**src/rtl/perf_pkg.sv**
```systemverilog
package perf_pkg;
  localparam int CTR_W    = 64;
  localparam int HALF_W   = CTR_W / 2;
  localparam int N_EVT    = 16;
  localparam int N_SLOT   = 32;
  localparam int EVT_INSTR = 1;

  localparam logic [11:0] ADDR_INHIBIT = 12'h320;
  localparam logic [6:0]  PAGE_SEL     = 7'h19;  // 0x320..0x33F
  localparam logic [6:0]  PAGE_CNT_LO  = 7'h58;  // 0xB00..0xB1F
  localparam logic [6:0]  PAGE_CNT_HI  = 7'h5C;  // 0xB80..0xB9F

  typedef enum logic [1:0] {
    OP_NONE  = 2'd0,
    OP_WRITE = 2'd1,
    OP_SET   = 2'd2,
    OP_CLEAR = 2'd3
  } csr_op_e;

  typedef struct packed {
    logic       cnt_lo;
    logic       cnt_hi;
    logic       sel;
    logic       inh;
    logic [4:0] idx;
  } csr_dec_t;

  function automatic logic [31:0] apply_op(input logic [1:0] op,
                                           input logic [31:0] cur,
                                           input logic [31:0] data);
    case (op)
      OP_WRITE: apply_op = data;
      OP_SET:   apply_op = cur | data;
      OP_CLEAR: apply_op = cur & ~data;
      default:  apply_op = cur;
    endcase
  endfunction

  function automatic logic is_write(input logic [1:0] op, input logic [31:0] data);
    is_write = (op == OP_WRITE) || ((op != OP_NONE) && (data != '0));
  endfunction
endpackage

```
**src/rtl/perf_csr_dec.sv**
```systemverilog
module perf_csr_dec
  import perf_pkg::*;
(
  input  logic [11:0] addr,
  output csr_dec_t    dec
);
  logic [6:0] page;
  assign page = addr[11:5];

  always_comb begin
    dec        = '0;
    dec.idx    = addr[4:0];
    dec.cnt_lo = (page == PAGE_CNT_LO);
    dec.cnt_hi = (page == PAGE_CNT_HI);
    dec.inh    = (addr == ADDR_INHIBIT);
    dec.sel    = (page == PAGE_SEL) && (addr[4:0] >= 5'd3);
  end
endmodule

```
**src/rtl/perf_cnt64.sv**
```systemverilog
module perf_cnt64 #(
  parameter int W = 64
) (
  input  logic             clk,
  input  logic             rst_n,
  input  logic             inc,
  input  logic             wr_lo,
  input  logic             wr_hi,
  input  logic [W/2-1:0]   wval,
  output logic [W-1:0]     cnt
);
  localparam int H = W / 2;

  logic [W-1:0] cnt_q;
  logic [W-1:0] cnt_inc;

  assign cnt_inc = cnt_q + {{(W-1){1'b0}}, 1'b1};

  always_ff @(posedge clk or negedge rst_n) begin
    if (!rst_n) begin
      cnt_q <= '0;
    end else if (wr_lo || wr_hi) begin
      if (wr_lo) cnt_q[H-1:0] <= wval;
      if (wr_hi) cnt_q[W-1:H] <= wval;
    end else if (inc) begin
      cnt_q <= cnt_inc;
    end
  end

  assign cnt = cnt_q;
endmodule

```
**src/rtl/perf_evt_sel.sv**
```systemverilog
module perf_evt_sel #(
  parameter int NE = 16
) (
  input  logic          clk,
  input  logic          rst_n,
  input  logic          wr,
  input  logic [NE-1:0] wval,
  input  logic [NE-1:0] evt,
  output logic [NE-1:0] sel,
  output logic          hit
);
  logic [NE-1:0] sel_q;

  always_ff @(posedge clk or negedge rst_n) begin
    if (!rst_n)  sel_q <= '0;
    else if (wr) sel_q <= wval;
  end

  assign sel = sel_q;
  assign hit = |(sel_q & evt);
endmodule

```
**src/rtl/perf_ctr_bank.sv**
```systemverilog
module perf_ctr_bank
  import perf_pkg::*;
#(
  parameter int NUM_EVT_CTR = 1
) (
  input  logic        clk,
  input  logic        rst_n,
  input  logic [11:0] csr_addr,
  input  logic [1:0]  csr_op,
  input  logic [31:0] csr_wdata,
  output logic [31:0] csr_rdata,
  input  logic [15:0] evt_i
);
  localparam logic [31:0] EVT_MASK  = ((32'h1 << NUM_EVT_CTR) - 32'h1) << 3;
  localparam logic [31:0] IMPL_MASK = 32'h5 | EVT_MASK;

  csr_dec_t          dec;
  logic [31:0]       rd_val;
  logic [31:0]       wval;
  logic              wr_any;
  logic [31:0]       inh_q;
  logic [CTR_W-1:0]  cnt_val [N_SLOT];
  logic [N_EVT-1:0]  sel_val [N_SLOT];
  logic              hit     [N_SLOT];

  perf_csr_dec u_dec (
    .addr (csr_addr),
    .dec  (dec)
  );

  always_comb begin
    rd_val = '0;
    if (dec.inh)    rd_val = inh_q;
    if (dec.sel)    rd_val = {{(32-N_EVT){1'b0}}, sel_val[dec.idx]};
    if (dec.cnt_lo) rd_val = cnt_val[dec.idx][HALF_W-1:0];
    if (dec.cnt_hi) rd_val = cnt_val[dec.idx][CTR_W-1:HALF_W];
  end

  assign csr_rdata = rd_val;
  assign wval      = apply_op(csr_op, rd_val, csr_wdata);
  assign wr_any    = is_write(csr_op, csr_wdata);

  always_ff @(posedge clk or negedge rst_n) begin
    if (!rst_n)                inh_q <= IMPL_MASK;
    else if (wr_any && dec.inh) inh_q <= wval & IMPL_MASK;
  end

  for (genvar g = 0; g < N_SLOT; g++) begin : g_slot
    logic wr_lo, wr_hi;
    assign wr_lo = wr_any && dec.cnt_lo && (dec.idx == 5'(g));
    assign wr_hi = wr_any && dec.cnt_hi && (dec.idx == 5'(g));

    if (g == 0 || g == 2) begin : g_fixed
      assign sel_val[g] = '0;
      if (g == 0) begin : g_cyc
        assign hit[g] = 1'b1;
      end else begin : g_ret
        assign hit[g] = evt_i[EVT_INSTR];
      end
    end else if (IMPL_MASK[g]) begin : g_evt
      logic sel_wr;
      assign sel_wr = wr_any && dec.sel && (dec.idx == 5'(g));
      perf_evt_sel #(.NE(N_EVT)) u_sel (
        .clk   (clk),
        .rst_n (rst_n),
        .wr    (sel_wr),
        .wval  (wval[N_EVT-1:0]),
        .evt   (evt_i),
        .sel   (sel_val[g]),
        .hit   (hit[g])
      );
    end else begin : g_none
      assign sel_val[g] = '0;
      assign hit[g]     = 1'b0;
      assign cnt_val[g] = '0;
    end

    if (IMPL_MASK[g]) begin : g_cnt
      perf_cnt64 #(.W(CTR_W)) u_cnt (
        .clk   (clk),
        .rst_n (rst_n),
        .inc   (hit[g] && !inh_q[g]),
        .wr_lo (wr_lo),
        .wr_hi (wr_hi),
        .wval  (wval),
        .cnt   (cnt_val[g])
      );
    end
  end
endmodule

```
**config.mk**
```make
export PLATFORM = sky130hd
export DESIGN_NAME = perf_ctr_bank
export DESIGN_NICKNAME = d
export VERILOG_FILES = /design/src/rtl/perf_pkg.sv /design/src/rtl/perf_csr_dec.sv /design/src/rtl/perf_cnt64.sv /design/src/rtl/perf_evt_sel.sv /design/src/rtl/perf_ctr_bank.sv
export SDC_FILE = /design/constraint.sdc
export NUM_CORES = 1
export LEC_CHECK = 0
export ABC_AREA = 1
export CAP_MARGIN = 10
export CORE_MARGIN = 2
export CORE_UTILIZATION = 35
export DETAILED_ROUTE_END_ITERATION = 6
export DONT_BUFFER_PORTS = 1
export PLACE_DENSITY_LB_ADDON = 0.08
export RECOVER_POWER = 50
export SLEW_MARGIN = 40
export SYNTH_ARGS = -nofsm -noshare
export SYNTH_HDL_FRONTEND = slang
export SYNTH_HIERARCHICAL = 1
export SYNTH_SLANG_ARGS = --single-unit
```
**constraint.sdc**
```tcl
create_clock -name clk -period 2.5 [get_ports clk]
set_clock_uncertainty 0.2 [all_clocks]
set_input_delay 0.5 -clock clk [delete_from_list [all_inputs] [get_ports clk]]
set_output_delay 0.5 -clock clk [all_outputs]
set_load 0.02 [all_outputs]
```
==> reports/metrics.cfg <==
[status]
outcome = complete, but fails checks
failing_checks = negative hold slack, negative setup slack

[critical_path]
worstPathRequired_ns = 1.80
timing.reg2reg.setup_slack_ns = 0.12
worstSetupPathType = in -> out
worst_setup_path_end_kind = output pin
worst_ep_arrival_time_ns = 1.92
critical_path.startpoint = csr_addr[5]
timing.critical_path.fanout_max = 7
reg2reg_from = g_slot[2].g_cnt.u_cnt/cnt[1]
cp-start-kind = primary input

[floorplanning]
start_util_pct = 35.3
core_sq_um = 52300
fp.dieW_microns = 234
height_of_the_die_microns = 234
io-pin-count = 96
die-area_sq_um = 54600
rows = 84

[sta]
tightestPinTransition_ns = 0.531
timing.setup.tns_ns = -1.21
slew-limit-headroom_pct = 64.2
achievable-frequency_mhz = 381
worst_hold_slack_ns = -0.601
timing.final.setup_violations = 23
period_share_pct = 105
final-max-slew-violation-count = 0
fin_ws_ns = -0.125
setup_repair_after_global_routing_missed_its_margin = true
post-route-min-period_ns = 2.62
hold_violations = 211

[yosys]
unique_cell_type_count_in_the_yosys_netlist = 43
synth_edf_count = 0
ys_seq_area_share_pct = 28.6
synthTopCellsByArea = dfrtp_1, nand2_1, nor2_1
main_synth_ff_type = dfrtp_1
yosys_register_bits = 211
postSynth.asyncResetShare_pct = 100
synth_cell_area_sq_um = 18500
postSynthAreaPerCell_sq_um = 5.89
synth.largest_area_cell = dfrtp_1
cell_count_after_synthesis = 3133
yosys_warns = 6
synth.top_cell.area_share_pct = 28.2
postSynthNetCount = 3200

[cells_and_area]
area.growth.synth_to_final_pct = 31.7
final_nets = 3498
multiInputGateArea_sq_um = 12500
fill_cells = 5607
seq_area_sq_um = 5330
layout-drive-gt1-share_pct = 21.2

[routing]
detail_route.wirelength.met1_microns = 43600
wl_met3_microns = 9190
detail-route-antenna-nets = 0
drt_first_iter_violations = 2338
post_drt_via_cell_ratio = 5.60
routed_length_per_instance_microns = 25.3
firstDrtPassIters = 6
drcViolationCount = 0
topRoutingLayerUsed = met5
num_vias = 23200
routed-wl-met2_microns = 46300
route.final.wire_length_microns = 105000

[clocking]
tritoncts_num_sinks = 211
cts_tree = built
cts.clk_slew.worst_paths_ns = 0.06
clock-root-buffer = clkbuf_16
clk_latency_ns = 0.60
cts_buffer_depth = 3
cts_made_buffers = 28
cts_htree_levels = 1

[placement]
buffer_ports.inserted = 0
dp.final_hpwl_microns = 81400
gp_congestion = 1.03

[global_routing]
via_count_of_the_first_global_routing_pass = 21300
grt_use_total_pct = 37.6
antenna_found_initial = 4
first_pass_grt_wire_length_microns = 148000
grt_max_degree = 212
globalRouteOverflowTotal = 0

[power_and_ir_drop]
power_density_nw_per_um2 = 552
power_leakage_nw = 11.2
power.ir.vdd_worst_uv = 534

[hold_path]
holdCritPathClass = in -> async

[job]
cap_viol_max_count = 0

==> layer usage <==
layer | vias to the layer above | global-route usage [%]
met5 | - | 0
met2 | 1106 | 59.4
li1 | 10700 | -
met3 | 219 | 6.16
met4 | 2 | 15.2
met1 | 11200 | 50.9
==> kinds of logic after synthesis <==
group	count (synthesis)	synth area share, %
buffers and inverters	375	8.29
DFF	211	28.6
AOI/OAI and AO/OA	555	17.1
adders and majority gates	3	0.203
and+or+nand+nor	1958	43.9
xor gates and xnor gates	9	0.427
muxes	22	1.50
==> sequential cells by signal, indices dropped and copies added, names as in the netlist <==
name                    count
g_slot.g_cnt.u_cnt/cnt    192
g_slot.g_evt.u_sel/sel     16
inh_q                       3
==> cell type report <==
cell class / instances / share of cell area (%)
Multi-Input combinational cell: 2547 / 51.3
Sequential cell: 211 / 21.9
Timing Repair Buffer: 384 / 15.4
Inverter: 259 / 4.07
Tap cell: 688 / 3.54
Clock buffer: 41 / 3.38
Clock inverter: 10 / 0.324
Antenna cell: 2 / 0.0206
==> cell usage in the layout, fill, tap and decap left out, types with 23 or more instances in the layout <==
cell type	instances
nand2_1	942
nor2_1	595
buf_4	285
inv_1	242
a21oi_1	237
nand3_1	172
dfrtp_1	172
o21ai_0	159
o21bai_1	72
nand2_2	68
buf_12	54
nor2_2	45
nand4_1	40
buf_6	40
dfrtp_2	36
nand2_4	31
clkbuf_16	30
nor2_4	27
a22oi_2	23
==> worst max-delay path, stage by stage <==
cell and delay [ns]:
nor2_4 0.10, nand2_4 0.08, nor3_4 0.15, inv_2 0.08, buf_6 0.12, nor2_4 0.10, buf_12 0.14, buf_12 0.15
buf_8 0.12, a22o_1 0.13, buf_6 0.13, buf_6 0.11
==> path summary, 6_finish.rpt <==
path	end	cells past startpoint
max	csr_rdata[17]	12
max in group asynchronous	inh_q[3]	0
min in group clk	inh_q[2]	5
max reg2reg	g_slot[2].g_cnt.u_cnt/cnt[38]	9
min reg2reg	inh_q[2]	2
min	g_slot[2].g_cnt.u_cnt/cnt[47]	0
==> synth_stat cells (4+ instances only) <==
cell type and number:
nor2_1 611, a22oi_1 32, buf_6 5, buf_2 21, nand2_2 30, a21oi_1 242
inv_1 245, o22ai_1 6, o21ai_1 5, o211ai_1 9, xnor2_1 6, nand2_4 4
nor3_1 9, mux2_2 6, mux2i_1 6, a22o_1 9, nand2_1 1012, o21a_1 12
nor2_4 16, o21bai_1 72, nand3_1 184, buf_1 12, o21ai_0 161, dfrtp_1 208
nand4_1 40, mux2_4 10, nor2_2 40, clkbuf_1 66, buf_4 11, inv_2 13
==> what timing repair did <==
action / in CTS / in global routing
endpoints found under the hold margin: 211 / 211
setup endpoints to repair: 218 / 131
pin swaps: 34 / 44
gates cloned: 0 / 1
buffers inserted: 30 / 24
resized for setup: 166 / 111
==> metrics by stage <==
stage	utilization [%]	cell area (sq um)	setup slack, ns	instances	total power [mW]
after floorplan	-	18500	-0.00387	3133	6.72
after global placement	42.2	22100	-0.936	4050	8.89
after global routing	46.4	24300	-0.187	4140	13.9
after detailed placement	42.2	22100	-0.888	4050	8.92
after CTS	45.5	23800	-0.186	4125	13.2
final	46.5	24300	-0.125	4142	13.4
==> power by group <==
group	internal, mW	switching, mW
combinational	1.62	2.37
sequential	4.03	1.26
clock	2.36	1.78
total	8.01	5.41
(Power assumes the default switching activity.)
